### config.mk
export PLATFORM = sky130hd
export DESIGN_NAME = dac_dbuf_core
export DESIGN_NICKNAME = d
export VERILOG_FILES = /design/src/rtl/dac_core_pkg.sv /design/src/rtl/dac_rst_sync.sv /design/src/rtl/dac_sync.sv /design/src/rtl/dac_chan.sv /design/src/rtl/dac_rdback.sv /design/src/rtl/dac_dbuf_core.sv
export SDC_FILE = /design/constraint.sdc
export NUM_CORES = 1
export LEC_CHECK = 0
export ABC_AREA = 1
export BUFFER_PORTS_ARGS = -buffer_cell sky130_fd_sc_hd__buf_2
export CELL_PAD_IN_SITES_DETAIL_PLACEMENT = 1
export CELL_PAD_IN_SITES_GLOBAL_PLACEMENT = 2
export CORE_ASPECT_RATIO = 0.8
export CORE_MARGIN = 2
export CORE_UTILIZATION = 40
export CTS_BUF_LIST = sky130_fd_sc_hd__clkbuf_4 sky130_fd_sc_hd__clkbuf_8
export CTS_CLUSTER_DIAMETER = 200
export CTS_CLUSTER_SIZE = 16
export DETAILED_ROUTE_END_ITERATION = 16
export PLACE_DENSITY = 0.93
export SYNTH_ARGS = -nofsm -noshare
export SYNTH_HDL_FRONTEND = slang
export SYNTH_SLANG_ARGS = --single-unit
export TNS_END_PERCENT = 5
### constraint.sdc
create_clock -name clk -period 18.5 [get_ports clk]
set_input_delay 0.925 -clock clk [delete_from_list [all_inputs] [get_ports clk]]
set_output_delay 0.925 -clock clk [all_outputs]
set_load 0.02 [all_outputs]
### src/rtl/dac_core_pkg.sv
package dac_core_pkg;
  localparam int CODE_W   = 12;
  localparam int NUM_CH   = 8;
  localparam int N_STROBE = 5;

  typedef struct packed {
    logic              gain;
    logic              bufen;
    logic [CODE_W-1:0] code;
  } chan_word_t;

  localparam int WORD_W = $bits(chan_word_t);
endpackage

### src/rtl/dac_rst_sync.sv
module dac_rst_sync (
  input  logic clk,
  input  logic arst_n,
  output logic srst_n
);
  logic [1:0] stage_q;

  always_ff @(posedge clk or negedge arst_n) begin
    if (!arst_n) stage_q <= 2'b00;
    else         stage_q <= {stage_q[0], 1'b1};
  end

  assign srst_n = stage_q[1];
endmodule

### src/rtl/dac_sync.sv
module dac_sync #(
  parameter int          W       = 1,
  parameter logic [W-1:0] RST_VAL = '0
) (
  input  logic         clk,
  input  logic         rst_n,
  input  logic [W-1:0] din,
  output logic [W-1:0] dout
);
  logic [W-1:0] meta_q, sync_q;

  always_ff @(posedge clk or negedge rst_n) begin
    if (!rst_n) begin
      meta_q <= RST_VAL;
      sync_q <= RST_VAL;
    end else begin
      meta_q <= din;
      sync_q <= meta_q;
    end
  end

  assign dout = sync_q;
endmodule

### src/rtl/dac_chan.sv
module dac_chan
  import dac_core_pkg::*;
(
  input  logic       clk,
  input  logic       rst_n,
  input  logic       wr_hit,
  input  chan_word_t wr_word,
  input  logic       ld_low,
  output chan_word_t out_word,
  output logic       pending
);
  chan_word_t stage_q, stage_d, out_q, out_d;
  logic       pend_q, pend_d, xfer;

  always_comb begin
    xfer    = ld_low && pend_q;
    stage_d = wr_hit ? wr_word : stage_q;
    out_d   = xfer ? stage_q : out_q;
    if (wr_hit)    pend_d = 1'b1;
    else if (xfer) pend_d = 1'b0;
    else           pend_d = pend_q;
  end

  always_ff @(posedge clk or negedge rst_n) begin
    if (!rst_n) begin
      stage_q <= '0;
      out_q   <= '0;
      pend_q  <= 1'b0;
    end else begin
      stage_q <= stage_d;
      out_q   <= out_d;
      pend_q  <= pend_d;
    end
  end

  assign out_word = out_q;
  assign pending  = pend_q;

  AST_WR_CAPTURE: assert property (@(posedge clk) disable iff (!rst_n)
    wr_hit |=> (stage_q == $past(wr_word)));
  AST_HOLD_NO_LOAD: assert property (@(posedge clk) disable iff (!rst_n)
    !ld_low |=> $stable(out_q));
  AST_HOLD_NO_PEND: assert property (@(posedge clk) disable iff (!rst_n)
    !pend_q |=> $stable(out_q));
  AST_PEND_DROP: assert property (@(posedge clk) disable iff (!rst_n)
    (pend_q && ld_low && !wr_hit) |=> (!pend_q && out_q == $past(stage_q)));
endmodule

### src/rtl/dac_rdback.sv
module dac_rdback
  import dac_core_pkg::*;
(
  input  logic       clk,
  input  logic       rst_n,
  input  logic       rd_start,
  input  logic       bus_idle,
  input  chan_word_t sel_word,
  output chan_word_t rd_word,
  output logic       rd_oe
);
  chan_word_t word_q, word_d;
  logic       oe_q, oe_d;

  always_comb begin
    word_d = rd_start ? sel_word : word_q;
    if (rd_start)      oe_d = 1'b1;
    else if (bus_idle) oe_d = 1'b0;
    else               oe_d = oe_q;
  end

  always_ff @(posedge clk or negedge rst_n) begin
    if (!rst_n) begin
      word_q <= '0;
      oe_q   <= 1'b0;
    end else begin
      word_q <= word_d;
      oe_q   <= oe_d;
    end
  end

  assign rd_word = word_q;
  assign rd_oe   = oe_q;

  AST_BUS_RELEASE: assert property (@(posedge clk) disable iff (!rst_n)
    bus_idle |=> !rd_oe);
  AST_RD_LATCH: assert property (@(posedge clk) disable iff (!rst_n)
    rd_start |=> (rd_oe && rd_word == $past(sel_word)));
endmodule

### src/rtl/dac_dbuf_core.sv
module dac_dbuf_core
  import dac_core_pkg::*;
#(
  parameter int NCH    = NUM_CH,
  parameter int DW     = CODE_W,
  localparam int AW    = $clog2(NCH),
  localparam int RDW   = DW + 2
) (
  input  logic              clk,
  input  logic              rst_n,
  input  logic              clr_n,
  input  logic              cs_n,
  input  logic              wr_n,
  input  logic              rd_n,
  input  logic              ldac_n,
  input  logic              pd_n,
  input  logic [AW-1:0]     addr,
  input  logic [DW-1:0]     data_in,
  input  logic              gain_sel,
  input  logic              buf_sel,
  output logic [NCH*DW-1:0] dac_code,
  output logic [NCH-1:0]    dac_gain,
  output logic [NCH-1:0]    dac_bufen,
  output logic [NCH-1:0]    out_hiz,
  output logic [RDW-1:0]    rd_data,
  output logic              rd_oe
);
  logic sys_rst_n, reg_rst_n;
  logic [N_STROBE-1:0] strb_raw, strb_s;
  logic cs_s, wr_s, rd_s, ld_s, pd_s;
  logic wr_prev_q, rd_prev_q, wr_rise, rd_fall;
  chan_word_t wr_word, sel_word, rd_word;
  chan_word_t out_words [NCH];
  logic [NCH-1:0] pend_vec;

  dac_rst_sync u_sys_rst (.clk(clk), .arst_n(rst_n),         .srst_n(sys_rst_n));
  dac_rst_sync u_reg_rst (.clk(clk), .arst_n(rst_n && clr_n), .srst_n(reg_rst_n));

  assign strb_raw = {pd_n, ldac_n, rd_n, wr_n, cs_n};

  dac_sync #(.W(N_STROBE), .RST_VAL({N_STROBE{1'b1}})) u_strb_sync (
    .clk(clk), .rst_n(sys_rst_n), .din(strb_raw), .dout(strb_s));

  assign {pd_s, ld_s, rd_s, wr_s, cs_s} = strb_s;

  always_ff @(posedge clk or negedge sys_rst_n) begin
    if (!sys_rst_n) begin
      wr_prev_q <= 1'b1;
      rd_prev_q <= 1'b1;
    end else begin
      wr_prev_q <= wr_s;
      rd_prev_q <= rd_s;
    end
  end

  assign wr_rise = wr_s && !wr_prev_q;
  assign rd_fall = !rd_s && rd_prev_q;

  always_comb begin
    wr_word.gain  = gain_sel;
    wr_word.bufen = buf_sel;
    wr_word.code  = data_in;
  end

  for (genvar i = 0; i < NCH; i++) begin : g_chan
    logic hit;
    assign hit = wr_rise && !cs_s && (addr == AW'(i));
    dac_chan u_chan (
      .clk(clk), .rst_n(reg_rst_n), .wr_hit(hit), .wr_word(wr_word),
      .ld_low(!ld_s), .out_word(out_words[i]), .pending(pend_vec[i]));
    assign dac_code[i*DW +: DW] = out_words[i].code;
    assign dac_gain[i]          = out_words[i].gain;
    assign dac_bufen[i]         = out_words[i].bufen;
    assign out_hiz[i]           = !pd_s;
  end

  assign sel_word = out_words[addr];

  dac_rdback u_rdback (
    .clk(clk), .rst_n(reg_rst_n), .rd_start(rd_fall && !cs_s),
    .bus_idle(rd_s || cs_s), .sel_word(sel_word),
    .rd_word(rd_word), .rd_oe(rd_oe));

  assign rd_data = rd_word;

  AST_CLEAR_ZERO: assert property (@(posedge clk) disable iff (!rst_n)
    !clr_n |-> (dac_code == '0 && dac_gain == '0 && dac_bufen == '0 && pend_vec == '0));
  AST_STRAY_WRITE: assert property (@(posedge clk) disable iff (!reg_rst_n)
    (cs_s && (pend_vec == '0)) |=> (pend_vec == '0));
endmodule

==> results.md <==
- Largest family of logic cells by synthesized area: simple AND/OR/NAND/NOR gates
- Fraction of the mapped netlist area in adder cells: 0
- Area grow syn2layout: 12.5%
- Starting Density: 0.405
- DRC viols: 0
- Postcts setup bufs: 0
- Longest Clk Path Bufs: 3
- Die height: 150 µm
- H-tree levels: 1
- Tot GR Track Use: 0.228
- GP Congestion: 0.808
- Register area share after synthesis: 0.622
- Post-DP Area: 11600 µm²
- Horiz. Die Dim: 186 µm
- Clk network pwr share: 0.244
- Crit. Startpoint: addr[1]
- CTS hold repair buffers: 0
- First-pass GRT wire length: 47500 µm
- Share of layout cells above drive strength 1: 0.278
- Core Area: 26200 µm²
- Worst Setup End Kind: flip-flop
- Drt initial violations: 453
- Switching power: 408 µW
- Worst setup path end: g_chan[2].u_chan.stage_q[8]$_DFFE_PN0P_
- Pleak: 0.00643 µW
- Critical setup path kind: input pin to flip-flop
- Tcrit/Tclk final: 0.173
- Gr ovfl total: 0
- Post-synth EDFFs: 0
- DP HPWL: 21200 µm
- Worst Skew: 30.4 ps
- Outcome: complete, no violations
- Final Hold Fails: 0
- WP data arrival: 3610 ps
- Minimum clock period after layout: 3200 ps
- Vias in the first global route: 8004
- I/O pins: 160
- Worst Slack Setup Final: 15300 ps
- CP Depth: 5
- IO buf count: 159
- Post-synth top cells: nand2_1 (379), dfrtp_1 (251), mux2_2 (107)
- CTS tree: yes
- Worst R2R End: g_chan[2].u_chan.stage_q[8]$_DFFE_PN0P_
- Std cell rows: 53
- Combinational cell fraction of total power: 0.187
- Slowest CP cell: nand3_1
- Max-cap violations: 0
- Final WL: 30900 µm
- Initial antenna violation count: 2
- Crit-path max FO: 32
- Post-synthesis xor/xnor area fraction: 0
- DP Cell Count: 1489
- Final Max Slew Viols: 0
- Worst-path cell chain: buf_2 -> inv_1 -> nor2_1 -> nand3_1 -> o21ai_0
- # resized after CTS: 0
- Worst VDD drop: 0.0604 mV
- Antenna Nets Post-Route: 0
- Reg2reg setup slack: 15960 ps
- CP max stage delay: 780 ps
- Final net count: 1179
- Worst slew margin: 0.274
- Clock Root Buffer: clkbuf_8
- Via count: 7754
- Mux cell area share after synthesis: 0.114
- Clk Latency, worst-skew pair: 560 ps
- Power per cell area: 107 nW/µm²
- Worst reg2reg path depth: 3
- Post-synth ARST share: 1.00
- Unrepaired setup endpoints after global routing: false
- Main flop type after synthesis: dfrtp_1
- # diodes: 0
- Final setup fails: 0
- Worst hold path class: input pin to async pin
- Finished Layout Cells: 1518
- Syn Inst Count: 1025
- Cell area after layout: 11900 µm²
- Reg power frac: 0.569
- Compound-gate portion of the synthesized area: 0.0575
- CP required: 18910 ps
- Vias per Instance: 5.11
- Hold slack final: 166 ps
- Share of Yosys cell area claimed by the top area cell type: 0.592
- Buf/Inv on CP: 2
- Setup TNS: 0 ps
- Die area: 27900 µm²
- Cell Int Power: 869 µW
- Pin count of the biggest net entering global routing: 85
- Reg clk slew, reported paths: 100 ps
- Pre-antenna DRT Iters: 5
- Simple-Gate Fraction of Synth Area: 0.164
- Reg2reg start: u_strb_sync.dout[1]$_DFF_PN1_
- CTS Buf Count: 20
- Pre-CTS WS: 14790 ps
- CP top delay family: simple AND/OR/NAND/NOR gates
- Worst-margin pin slew: 1090 ps
- Clock sink count: 263
- Maximum clock frequency: 313 MHz
- Dominant cells by area after synthesis: dfrtp_1 (59%), nand2_1 (13%), mux2_2 (11%), o21ai_0 (3.6%), dfstp_2 (3.0%)
- Sw frac: 0.320
- Synth Cell Area: 10600 µm²
- DR WL/cell: 20.4 µm
- Most frequent cell after synthesis: nand2_1
- CP Launch Type: input pin
- Netlist cell types: 21
- Post-synth top area cell: dfrtp_1
- Seq cells post-synth: 263
- Synthesis warning total: 0
- Syn avg cell area: 10.4 µm²
==> state kept, by name (all words and copies together) (netlist names) <==
signal	flops
g_chan.u_chan.pending	8
g_chan.u_chan.stage_q	112
g_chan.u_chan.out_word	112
u_rdback.rd_word	14
u_strb_sync.dout	5
u_sys_rst.stage_q	2
u_strb_sync.meta_q	5
u_reg_rst.stage_q	2
rd_prev_q	1
wr_prev_q	1
u_rdback.rd_oe	1
==> through the flow <==
stage,power [µW],utilization
finish,1280,0.456
global placement,965,0.442
floorplan,874,-
global route,1340,0.456
CTS,1290,0.456
detailed placement,980,0.442
==> per-layer routing <==
metal  share of wire  GRT usage  up-vias
li1                -          -     3566
met1            0.47      0.333     3910
met2            0.45      0.354      219
met3           0.058     0.0358       57
met4           0.028     0.0618        2
met5         0.00023          0        -
==> worst reg2reg max path, cell delays in order (launching register included) <==
cell and delay [ps]:
dfstp_2 550, nor3b_4 450, nand3_1 880, o21ai_0 540
==> cell usage in the layout, fill, tap and decap left out <==
cell type and n:
dfstp_2 12, nand2_2 2, nand4_1 4, buf_4 10
conb_1 2, nor2_1 9, o21ai_0 77, nand3_1 46
inv_2 2, a21oi_1 5, inv_1 25, nor3b_4 1
dfrtp_1 250, inv_8 1, clkinv_1 1, o21ai_1 40
clkbuf_4 7, nand2_1 379, mux2_2 107, buf_2 159
dfrtp_4 1, clkbuf_8 21
==> power by group through the flow <==
| stage | Clock [µW] | Combinational (µW) | Sequential (µW) |
|---|---|---|---|
| floorplan | 0 | 104 | 771 |
| global placement | 0 | 232 | 733 |
| detailed placement | 0 | 243 | 738 |
| CTS | 318 | 244 | 726 |
| global route | 341 | 266 | 738 |
| finish | 311 | 239 | 726 |
==> cell type report <==
class                           count  area, µm²
Fill cell                        2980      14300
Sequential cell                   263       6600
Multi-Input combinational cell    672       3570
Timing Repair Buffer              169        871
Tap cell                          357        447
Clock buffer                       28        342
Inverter                           28        105
Clock inverter                      1       11.3
==> worst min-delay path by stage <==
stage	startpoint	endpoint	slack (ps)	depth (start not counted)
3_5_place_dp	u_reg_rst.stage_q[0]$_DFF_PN0_	u_reg_rst.stage_q[1]$_DFF_PN0_	340	0
2_1_floorplan	u_reg_rst.stage_q[0]$_DFF_PN0_	u_reg_rst.stage_q[1]$_DFF_PN0_	330	0
4_1_cts	rst_n	u_sys_rst.stage_q[0]$_DFF_PN0_	140	1
5_1_grt	rst_n	u_sys_rst.stage_q[0]$_DFF_PN0_	140	1
6_report	rst_n	u_sys_rst.stage_q[0]$_DFF_PN0_	170	1
3_3_place_gp	u_sys_rst.stage_q[0]$_DFF_PN0_	u_sys_rst.stage_q[1]$_DFF_PN0_	330	0
==> logic make-up after synthesis <==
logic type / after synthesis
AO/OA/AOI/OAI: 122
buffers and inverters: 91
flip-flops: 263
multiplexers: 107
other: 1
AND/OR/NAND/NOR: 441
Power figures use the tool's default switching activity.
